File: config.mk
export PLATFORM = sky130hd
export DESIGN_NAME = dma_fair_ctrl
export DESIGN_NICKNAME = d
export VERILOG_FILES = /design/src/rtl/dma_fair_pkg.sv /design/src/rtl/dma_fair_chan.sv /design/src/rtl/dma_fair_gate.sv /design/src/rtl/dma_fair_ctrl.sv
export SDC_FILE = /design/constraint.sdc
export NUM_CORES = 1
export LEC_CHECK = 0
export CAP_MARGIN = 40
export CORE_MARGIN = 1
export CORE_UTILIZATION = 39
export CTS_CLUSTER_SIZE = 30
export DETAILED_ROUTE_END_ITERATION = 10
export GPL_TIMING_DRIVEN = 0
export PLACE_DENSITY = 0.66
export SYNTH_ARGS = -nofsm -noshare
export SYNTH_HDL_FRONTEND = slang
export SYNTH_SLANG_ARGS = --single-unit
export TNS_END_PERCENT = 10
File: constraint.sdc
create_clock -name clk -period 1.2 [get_ports clk]
set_input_delay 0.24 -clock clk [delete_from_list [all_inputs] [get_ports clk]]
set_output_delay 0.24 -clock clk [all_outputs]
set_load 0.05 [all_outputs]
File: src/rtl/dma_fair_pkg.sv
package dma_fair_pkg;

    typedef enum logic [1:0] {
        ST_IDLE = 2'd0,
        ST_XFR  = 2'd1,
        ST_FAIR = 2'd2,
        ST_TEMP = 2'd3
    } fair_state_t;

endpackage

File: src/rtl/dma_fair_chan.sv
module dma_fair_chan
    import dma_fair_pkg::*;
(
    input  logic clk,
    input  logic rst_n,
    input  logic chan_clr,
    input  logic fair_en,
    input  logic own_req,
    input  logic others_busy,
    output logic fair_flag
);

    fair_state_t state_q;
    fair_state_t state_d;

    // Next-state selection
    always_comb begin
        state_d = state_q;
        if (chan_clr || !fair_en) begin
            state_d = ST_IDLE;
        end else begin
            unique case (state_q)
                ST_IDLE: if (own_req)      state_d = ST_XFR;
                ST_XFR:  if (!own_req)     state_d = ST_FAIR;
                ST_FAIR: if (!others_busy) state_d = ST_TEMP;
                ST_TEMP: state_d = ST_IDLE;
                default: state_d = ST_IDLE;
            endcase
        end
    end

    // State register
    always_ff @(posedge clk or negedge rst_n) begin
        if (!rst_n) state_q <= ST_IDLE;
        else        state_q <= state_d;
    end

    // Outputs
    always_comb begin
        fair_flag = (state_q == ST_FAIR);
    end


    clr_idle_chk: assert property (@(posedge clk) disable iff (!rst_n)
        chan_clr |=> (state_q == ST_IDLE));


    temp_idle_chk: assert property (@(posedge clk) disable iff (!rst_n)
        (state_q == ST_TEMP) |=> (state_q == ST_IDLE));


    fair_hold_chk: assert property (@(posedge clk) disable iff (!rst_n)
        (state_q == ST_FAIR && others_busy && fair_en && !chan_clr) |=> fair_flag);


    xfr_fair_chk: assert property (@(posedge clk) disable iff (!rst_n)
        (state_q == ST_XFR && !own_req && fair_en && !chan_clr) |=> (state_q == ST_FAIR));

endmodule

File: src/rtl/dma_fair_gate.sv
module dma_fair_gate #(
    parameter int N_CHAN = 4
) (
    input  logic              clk,
    input  logic              rst_n,
    input  logic [N_CHAN-1:0] req_in,
    input  logic [N_CHAN-1:0] block,
    output logic [N_CHAN-1:0] req_out
);

    always_ff @(posedge clk or negedge rst_n) begin
        if (!rst_n) req_out <= '0;
        else        req_out <= req_in & ~block;
    end

endmodule

File: src/rtl/dma_fair_ctrl.sv
module dma_fair_ctrl #(
    parameter int N_CHAN = 4
) (
    input  logic              clk,
    input  logic              rst_n,
    input  logic              chan_clr,
    input  logic              fair_en,
    input  logic              bus_preempt,
    input  logic [N_CHAN-1:0] req_raw,
    output logic [N_CHAN-1:0] req_gated,
    output logic [N_CHAN-1:0] fair_flag
);

    logic [N_CHAN-1:0] others_busy;
    logic [N_CHAN-1:0] block;

    for (genvar i = 0; i < N_CHAN; i++) begin : g_chan
        logic [N_CHAN-1:0] mask;
        always_comb begin
            mask           = '1;
            mask[i]        = 1'b0;
            others_busy[i] = (|(req_raw & mask)) | bus_preempt;
        end

        dma_fair_chan u_chan (
            .clk         (clk),
            .rst_n       (rst_n),
            .chan_clr    (chan_clr),
            .fair_en     (fair_en),
            .own_req     (req_raw[i]),
            .others_busy (others_busy[i]),
            .fair_flag   (fair_flag[i])
        );


        gate_block_chk: assert property (@(posedge clk) disable iff (!rst_n)
            (fair_en && fair_flag[i]) |=> !req_gated[i]);


        preempt_hold_chk: assert property (@(posedge clk) disable iff (!rst_n)
            (fair_flag[i] && bus_preempt && fair_en && !chan_clr) |=> fair_flag[i]);
    end

    assign block = fair_flag & {N_CHAN{fair_en}};

    dma_fair_gate #(.N_CHAN(N_CHAN)) u_gate (
        .clk     (clk),
        .rst_n   (rst_n),
        .req_in  (req_raw),
        .block   (block),
        .req_out (req_gated)
    );


    en_off_chk: assert property (@(posedge clk) disable iff (!rst_n)
        !fair_en |=> (fair_flag == '0));


    always_comb begin
        if (!rst_n) reset_out_chk: assert final ((req_gated == '0) && (fair_flag == '0));
    end

endmodule

Word-level counts from Yosys, hierarchy flattened. Index checks and enable logic that the tools add are counted.

Eq/ne operators: 24. Multiplexer cells: 20. Bitwise logic cells: 7. Reductions and logical operators: 14.

Operators with widths (number): $mux 2 (16); $pmux 2 s4 (4); $ne 3x3->1 const B (10); $eq 2x2->1 const B (8); $reduce_and 3->1 (4); $reduce_or 3->1 (4); $and 4x4->4 (2); $eq 2x1->1 const B (4); $logic_not 2->1 (4); $ne 3x2->1 const B (2); $not 4->4 (1); $or 1x1->1 (4); $logic_not 1->1 (1); $logic_or 1x1->1 (1).

Register bits after elaboration: 12. Output and inout bits: 8. Logic and storage cells: 70. Bits of input ports: 9.

Depth between registers and ports, before layout. Gate-level depths: netlist of run 1.

Depth after elaboration: 5. Mapped depth: 5. Mapped depth without buffers: 5.

Modules after synthesis. Synthesis of run 1 repeated with hierarchy kept, for this count alone.

Cell total of the unflattened synthesis: 80. Area total of the unflattened synthesis: 895.9 µm².

Modules (own cells, without submodules): dma_fair_chan (cells each 16, sequential area each 50.0 µm², instances 4, area each 171.4 µm²); dma_fair_gate (cells each 8, sequential area each 100.1 µm², instances 1, area each 155.1 µm²); dma_fair_ctrl (cells each 8, sequential area each 0.0 µm², instances 1, area each 55.1 µm²).

Least setup slack after synthesis of run 1. No wires, ideal clock.

Path type: register -> register. From: register g_chan[2].u_chan.state_q[0]. To: register g_chan[2].u_chan.state_q[0]. Required time: 1106 ps. Buffers on the path: 0. Path slack: -52 ps. Cell stages (with the launch flop): 6. Period minus slack after synthesis: 1252 ps. Arrival: 1158 ps. Setup time: 94 ps. Cell sequence: dfrtp_1 inv_1 ha_1 mux2i_1 nand2_1 a221oi_2.

Longest elaborated chain between the ends: 3. Elaborated cells on any way between the ends: 10. Those cells by class: eq/ne: 6; mux: 2; reduce/logical: 2.

Ends and longest elaborated chain: start, declared (line dma_fair_chan.sv:13) `fair_state_t state_q;`; start signal, assigned (line dma_fair_chan.sv:35) `else state_q <= state_d;`; $eq 2x2->1, or another cell as far along (line dma_fair_chan.sv:22) `unique case (state_q)`; $pmux 2 s4 / $ne 3x3->1 (equally long branches); $mux 2 / $reduce_and 3->1 (equally long branches).

Several ways; a longest one is shown, not always the timed one. A chain may end at the register's enable or synchronous reset.

Worst setup path in the final report of run 1.
From: register g_chan[0].u_chan.state_q[0]. To: output port fair_flag[0].

Longest elaborated chain between the ends: 1.

Ends and longest elaborated chain: start, declared (line dma_fair_chan.sv:13); start signal, assigned (line dma_fair_chan.sv:35); $eq 2x2->1 (line dma_fair_chan.sv:40) `fair_flag = (state_q == ST_FAIR);`; end, declared (line dma_fair_ctrl.sv:11) `output logic [N_CHAN-1:0] fair_flag`.

No other way between the ends.

==> impl_summary.md, run 1 <==
Yosys
The share of the Yosys chip area taken by registers is a little over a third. The total nets after synthesis is 100. The synthesized area per cell is around 11 um^2. Sorting the synthesized cells by area gives the leading types as dfrtp_1 36%, ha_1 23%, mux2i_1 8.5%.

The number of different library cells used by synthesis comes to 18. The number of standard cells after synthesis is 76. The synthesis warning total is 0. Summing every instance area after synthesis gives ~830 um^2.

Summed over all instances, the cell type with the most area after synthesis is dfrtp_1. The fraction of post-synthesis cell area in the top cell type by area is 36.25%. After synthesis the netlist holds a flip-flop and latch count of 12.

Power and ir drop
The switching power summed over all nets is between 0.3 and 0.4 mW. Power spread over the standard cell area amounts to a little under 800 nW/um^2. The relative contribution of combinational cells to total power is between 30% and 40%. The maximum vdd ir drop is just under 600 uV. The proportion of power drawn by flip-flops and latches is 43.6%. The clock network is responsible for about a quarter of the overall power. Cell internal power was estimated by the tool at between 0.6 and 0.7 mW.

The leakage component of the power is 0.5552 nW. The switching share of power is a little under a third.

Layout
The leading cell type in the layout, fill and taps excluded is dfrtp_1. The layout overhead on the synthesized area is 57.25%. In the final design database the tool counted 130 nets. The number of filler instances in the final layout is 140. The final cell count without fillers is between 100 and 150. 0 antenna diodes ended up in the layout. The top cell types in the final layout, fill and taps aside, are 11 x dfrtp_1, 8 x ha_1, 7 x inv_2, 7 x nand2_1, 7 x buf_6.

Cells with a size suffix above 1 make up approximately half of the layout.

Placed design
The count of buffers from port buffering is 16. The congestion estimate from routability-driven global placement came to roughly 0.7. After detailed placement, the design holds a cell count of 119. The worst setup slack after placement is -0.6917 ns. The sum of net half-perimeters after detailed placement is around 1.2 mm.

Global route
Entering global routing, the biggest net connects 13 pins. The first-pass GRT wire length is about 2.8 mm. In the global route stage, overall resource usage came out at ~18%. The initial antenna violation count is 0. The final global-route overflow total is 0. The number of global-route vias before repair is 654.

Die
The placement row count is 16. The initial utilization of the core area, before any placement, comes to a little over two fifths. The core region is between 1500 and 2000 um^2. The count of boundary I/O pins is 17. Measured along the y axis, the die boundary spans just under 50 um. The overall die area is around 2300 um^2.

The chip width is 48.09 um.

Clock network
The latest clock arrival within the worst-skew pair is approximately 0.27 ns. The clock net sink count is 12. The number of buffers created by CTS is 3.

TritonCTS built the clock tree. The root buffer cell chosen for the clock tree is clkbuf_4. Counting along the longest clock path gives a buffer depth of 2.

In this run the number of H-tree levels came out at 1. The clock input transition at the sequential cells of the worst setup and hold paths is about 0.070 ns.

STA
Setup repair after global routing could not meet its margin everywhere. The number of setup violations in the final report is 14. The transition time of the tightest slew-check pin is ~0.58 ns.

The number of hold violations in the final report is 0. In the final timing run, aggregate negative setup slack is -1.456 ns. Derived from the worst setup path, the maximum achievable clock frequency is ~720 MHz. Across the routed clock network, the largest skew measured is between 0.0005 and 0.0006 ns. After layout, the worst setup slack is -0.1849 ns. Hold is met by about 0.33 ns. Measured against its own limit, the worst slew margin works out to 61.27%.

The share of the cycle needed by the critical path after routing is 115.4%. The shortest clock period the worst path allows after layout is around 1.4 ns. The max-slew violation count is 0.

Routing
The starting DRC count in detailed routing is 4. The iteration count of the initial detailed-routing pass is 4. The count of nets left with antenna violations after detail routing is 0. The wire length per cell is approximately 15 um. In the routed design, unresolved DRC markers number 0. The total wire length after detailed routing is approximately 1.9 mm. Summing over every cut layer, the via total after detailed routing is slightly below 700. The average vias per placed instance is 5.198.

Worst setup path
The kind of launch point of the worst setup path is a register. Data on the critical path is required at its endpoint by between 0.9 and 1 ns. The critical path class is reg -> out. Data on the critical path arrives at its endpoint at approximately 1.1 ns. The nature of the critical path endpoint is an output port. Of all nets on the critical path, the largest fanout is 3.

Status
The run finished, with violations left. The checks that failed: setup timing.

Min path
The worst min-delay path category is in -> async.

Run
The max capacitance violation total is 0.
## final timing paths
kind | from | end | slack [ns] | cells past startpoint
max in group asynchronous | rst_n | g_chan[2].u_chan.state_q[1] | 0.46 | 1
setup / recovery | g_chan[0].u_chan.state_q[0] | fair_flag[0] | -0.18 | 4
setup reg to reg | g_chan[1].u_chan.state_q[0] | g_chan[1].u_chan.state_q[0] | -0.15 | 6
hold reg to reg | g_chan[1].u_chan.state_q[1] | g_chan[1].u_chan.state_q[1] | 0.60 | 2
min in group clk | req_raw[1] | u_gate.req_out[1] | 0.48 | 2
hold / removal | rst_n | g_chan[2].u_chan.state_q[0] | 0.33 | 1
## stage by stage
step	power [mW]	util (%)	area, um^2
6_report	1.006	65.72	1303
5_1_grt	1.049	65.72	1303
4_1_cts	0.9750	63.89	1266
3_5_place_dp	0.6758	51.83	1027
3_3_place_gp	0.6719	51.83	1027
2_1_floorplan	0.5843	-	833.3
## flip-flops by register name, indices dropped and copies added (netlist names)
signal,flops
g_chan.u_chan.state_q,8
u_gate.req_out,4
## synthesized netlist by cell type (all sizes together)
library cell  count
ha               15
a41o              1
nor2              1
nor2b             1
nor3b             2
dfrtp            12
nand2b            1
o41ai             4
a211oi            4
mux2i             7
a21boi            4
buf               4
a21oi             1
inv               8
a221oi            1
nand2             9
nor3              1
## critical path: stages, from the launching register on
cell     delay (ns)
dfrtp_1        0.40
inv_2          0.07
ha_4           0.16
buf_6          0.11
buf_8          0.14
## cells by family after synthesis
group / synth area share (%)
AND/OR/NAND/NOR: 8.458
flip-flops: 36.25
adder cells (fa/ha/maj): 22.66
AO/OA/AOI/OAI: 16.92
multiplexers: 8.460
buffers and inverters: 7.251
## final cells by class
| class | instances | area, um^2 | area share [%] |
|---|---|---|---|
| multi-input combinational | 52 | 611.8 | 46.97 |
| buffer | 4 | 45.04 | 3.458 |
| clock buffer | 3 | 22.52 | 1.729 |
| inverter | 8 | 30.03 | 2.305 |
| timing repair buffer | 25 | 257.7 | 19.79 |
| sequential | 12 | 301.5 | 23.15 |
| tap | 27 | 33.78 | 2.594 |
## layer usage
| metal | routed length [um] | up-vias | track usage, % | part of all wire, % |
|---|---|---|---|---|
| li1 | - | 325 | - | - |
| met1 | 773 | 324 | 19.82 | 41 |
| met2 | 982 | 24 | 29.19 | 52 |
| met3 | 87 | 8 | 4.528 | 4.6 |
| met4 | 58 | 0 | 12.22 | 3.0 |
| met5 | 0 | - | 0 | 0 |
## power groups by stage
stage	Clock, mW	Combinational, mW	Sequential, mW
6_report	0.247	0.321	0.438
5_1_grt	0.261	0.348	0.441
4_1_cts	0.252	0.285	0.438
3_3_place_gp	0	0.230	0.442
2_1_floorplan	0	0.116	0.468
3_5_place_dp	0	0.233	0.443
## what timing repair did
| item | in CTS | in global routing |
|---|---|---|
| buffers inserted | 9 | 0 |
| gates resized for setup | 78 | 9 |
| endpoints found under the setup margin | 16 | 16 |
| hold buffers | 0 | 0 |
| endpoints found under the hold margin | 0 | 0 |
| pin swaps | 8 | 3 |
(Power assumes the default switching activity.)
==> run 2: changes to the inputs <==
- CORE_MARGIN: 1 -> 3
==> run 2 against run 1 <==
The run still ends with setup timing left. Non-clock buffer count is the same. Critical path depth is the same. Clock skew is essentially flat. Cell count grew 0.76%.
==> impl_summary.md, run 2 (synthesis gave the netlist of run 1 again) <==
Routing
Before antenna repair, the detailed router went through 4 iterations. Summed over all layers, the routed wires come to around 1.9 mm. The vias after detailed routing is 660. The starting DRC count in detailed routing is 4. The count of nets left with antenna violations after detail routing is 0. The wire length per cell is 14.26 um.

The remaining routing DRC violations is 0. In the routed layout, each cell is associated on average with a via count of about 5.

Power and ir drop
The share of total power dissipated in combinational logic is between 20 and 30%. The analysis attributes to cell leakage a power of 0.5530 nW. The proportion of power drawn by flip-flops and latches is around 41%. IR analysis of the VDD net gives a maximum drop of about 540 uV. In this run, the clock network consumes around 30% of the power. Dividing total power by cell area gives a power density of around 800 nW/um^2. Summed over all nets, the switching power comes to 0.3263 mW. The switching share of power is a little under a third. The internal power is roughly 0.74 mW.

Clock network
In this run, CTS created clock tree buffers numbering 3. The tree is rooted in a clkbuf_4. The count of hold-fix buffers inserted at cts is 0. In this run the deepest clock path goes through 2 buffers. The latest clock arrival within the worst-skew pair is 0.27 ns.

In this run the number of H-tree levels came out at 1. Clock tree synthesis found a total of 12 sinks. The TritonCTS clock tree is yes. The clock input transition at the sequential cells of the worst setup and hold paths is approximately 0.080 ns.

Die
The placement row count is 16. The overall die area is ~2700 um^2. The die is roughly 52 um wide.

After floorplanning, the core was sized to cover slightly below 2000 um^2. The vertical die dimension is 52.09 um. For this design the top-level I/O count stands at 17. The effective utilization at floorplan is a little over two fifths.

Worst setup path
The kind of launch point of the worst setup path is a register. STA puts the critical path data arrival time at 1.16 ns. The reg-to-reg setup timing slack is -0.12 ns. STA puts the critical path data required time at 0.96 ns. The worst setup path is captured at an output port. The largest fanout on the critical path is 3. The critical path class is reg -> out.

Global route
The number of global-route vias before repair is between 700 and 800. The total overflow left after global routing is 0. The largest net degree at the start of global routing is 13. The initial antenna violation count is 0.

The first global-routing pass estimated approximately 3.1 mm of wire. In the global route stage, overall resource usage came out at around 16%.

STA
The shortest clock period the worst path allows after layout is approximately 1.4 ns. Setup repair after global routing could not meet its margin everywhere. The max-slew violation count was 0. The final setup skew is 0.0003376 ns. The transition time of the tightest slew-check pin is 0.5673 ns. The share of the cycle needed by the critical path after routing is 116.4%. The number of hold violations in the final report was 0. Headroom to the max-slew limit came out at around 62%. Setup violations remaining at the end of the flow were counted as 14. The highest clock frequency the design can meet is between 700 and 800 MHz.

The worst-case setup margin in the final layout is -0.1971 ns.

Layout
The largest registers in the layout are g_chan.u_chan.state_q x8, u_gate.req_out x4. The register containing the most flip-flops in the final layout is g_chan.u_chan.state_q. The leading cell type in the layout, fill and taps excluded is dfrtp_1. The net count reported at finish is 130. In the layout the commonest cells are 11 x dfrtp_1, 8 x nand2_1, 7 x ha_2, 7 x buf_4. The number of filler instances in the final layout is roughly 150. In the final layout, the share of cells above drive strength 1 is between 50% and 60%. The register with the most flip-flops in the layout has 8 of them. The layout overhead on the synthesized area is 58.46%. Cells fill roughly 66% of the core in the end.

The number of antenna diodes in the final layout is 0.

Placed design
The count of buffers from port buffering is 16. Summed over all nets, the half-perimeter wirelength after detailed placement is approximately 1.2 mm. Before CTS, the worst setup slack after placement is -0.6851 ns. Routability-driven placement finished with a final weighted congestion of just under 0.7.

Run
Across the run, the number of max-cap violations was 0.

Status
The final reports fail on setup timing. The flow ran to the end, but the final reports show violations.

Min path
The worst min-delay path category is in -> async.
-- run 2: cell count changes in the layout (fill, tap and decap cells not counted), sizes merged --
cell	delta
clkbuf	+1
-- run 2: critical path: stages, from the launching register on --
cell	delay [ns]
dfrtp_1	0.40
inv_2	0.07
ha_4	0.16
buf_6	0.11
buf_8	0.14
-- run 2: area by class of cell --
type	count	area (um^2)	share of cell area, %
buffer	4	45.04	3.432
clock buffer	4	36.28	2.765
inverter	8	30.03	2.288
multi-input combinational	52	611.8	46.62
sequential	12	301.5	22.97
tap	27	33.78	2.574
timing repair buffer	25	254.0	19.35
-- run 2: metrics by stage --
| stage | cells | TNS [ns] | area (um^2) | hold WS (ns) | total power [mW] |
|---|---|---|---|---|---|
| after floorplan | 76 | -0.003197 | 833.3 | -0.05559 | 0.5843 |
| after global placement | 119 | -6.882 | 1027 | 0.5380 | 0.6725 |
| after detailed placement | 119 | -7.006 | 1027 | 0.5537 | 0.6767 |
| after CTS | 132 | -1.446 | 1262 | 0.3420 | 1.055 |
| after global routing | 132 | -2.227 | 1313 | 0.3624 | 1.132 |
| final | 132 | -1.312 | 1313 | 0.3301 | 1.071 |
-- run 2: what timing repair did --
| action | 4_1_cts | 5_1_grt |
|---|---|---|
| setup endpoints to repair | 16 | 16 |
| cloned | 0 | 0 |
| buffers inserted | 9 | 0 |
| gates resized for setup | 75 | 11 |
| pin swaps | 8 | 3 |
-- run 2: per-layer routing --
metal	up-vias	global-route usage, %	share of wire, %
met4	0	7.860	0.96
met3	2	2.292	3.6
li1	325	-	-
met1	321	18.12	44
met2	12	28.24	52
met5	-	0	0
-- run 2: path summary, 6_finish.rpt --
check                                       startpoint                     endpoint  depth (start not counted)
min in group clk                            req_raw[1]            u_gate.req_out[1]                          2
min                                              rst_n  g_chan[2].u_chan.state_q[0]                          1
max reg2reg                g_chan[3].u_chan.state_q[0]  g_chan[3].u_chan.state_q[0]                          6
min reg2reg                g_chan[3].u_chan.state_q[1]  g_chan[3].u_chan.state_q[1]                          2
max                        g_chan[0].u_chan.state_q[0]                 fair_flag[0]                          4
max in group asynchronous                        rst_n  g_chan[2].u_chan.state_q[1]                          1
-- run 2: power groups by stage --
stage	registers [mW]	clock network [mW]	logic, mW
2_1_floorplan	0.468	0	0.116
4_1_cts	0.438	0.338	0.280
6_report	0.439	0.325	0.307
3_3_place_gp	0.442	0	0.230
5_1_grt	0.442	0.360	0.330
3_5_place_dp	0.442	0	0.234
==> run 3: changes to the inputs <==
- CORE_MARGIN: 3 -> unset
==> results of run 3 <==
Final layout, timing and power as in run 1 (identical DEF).
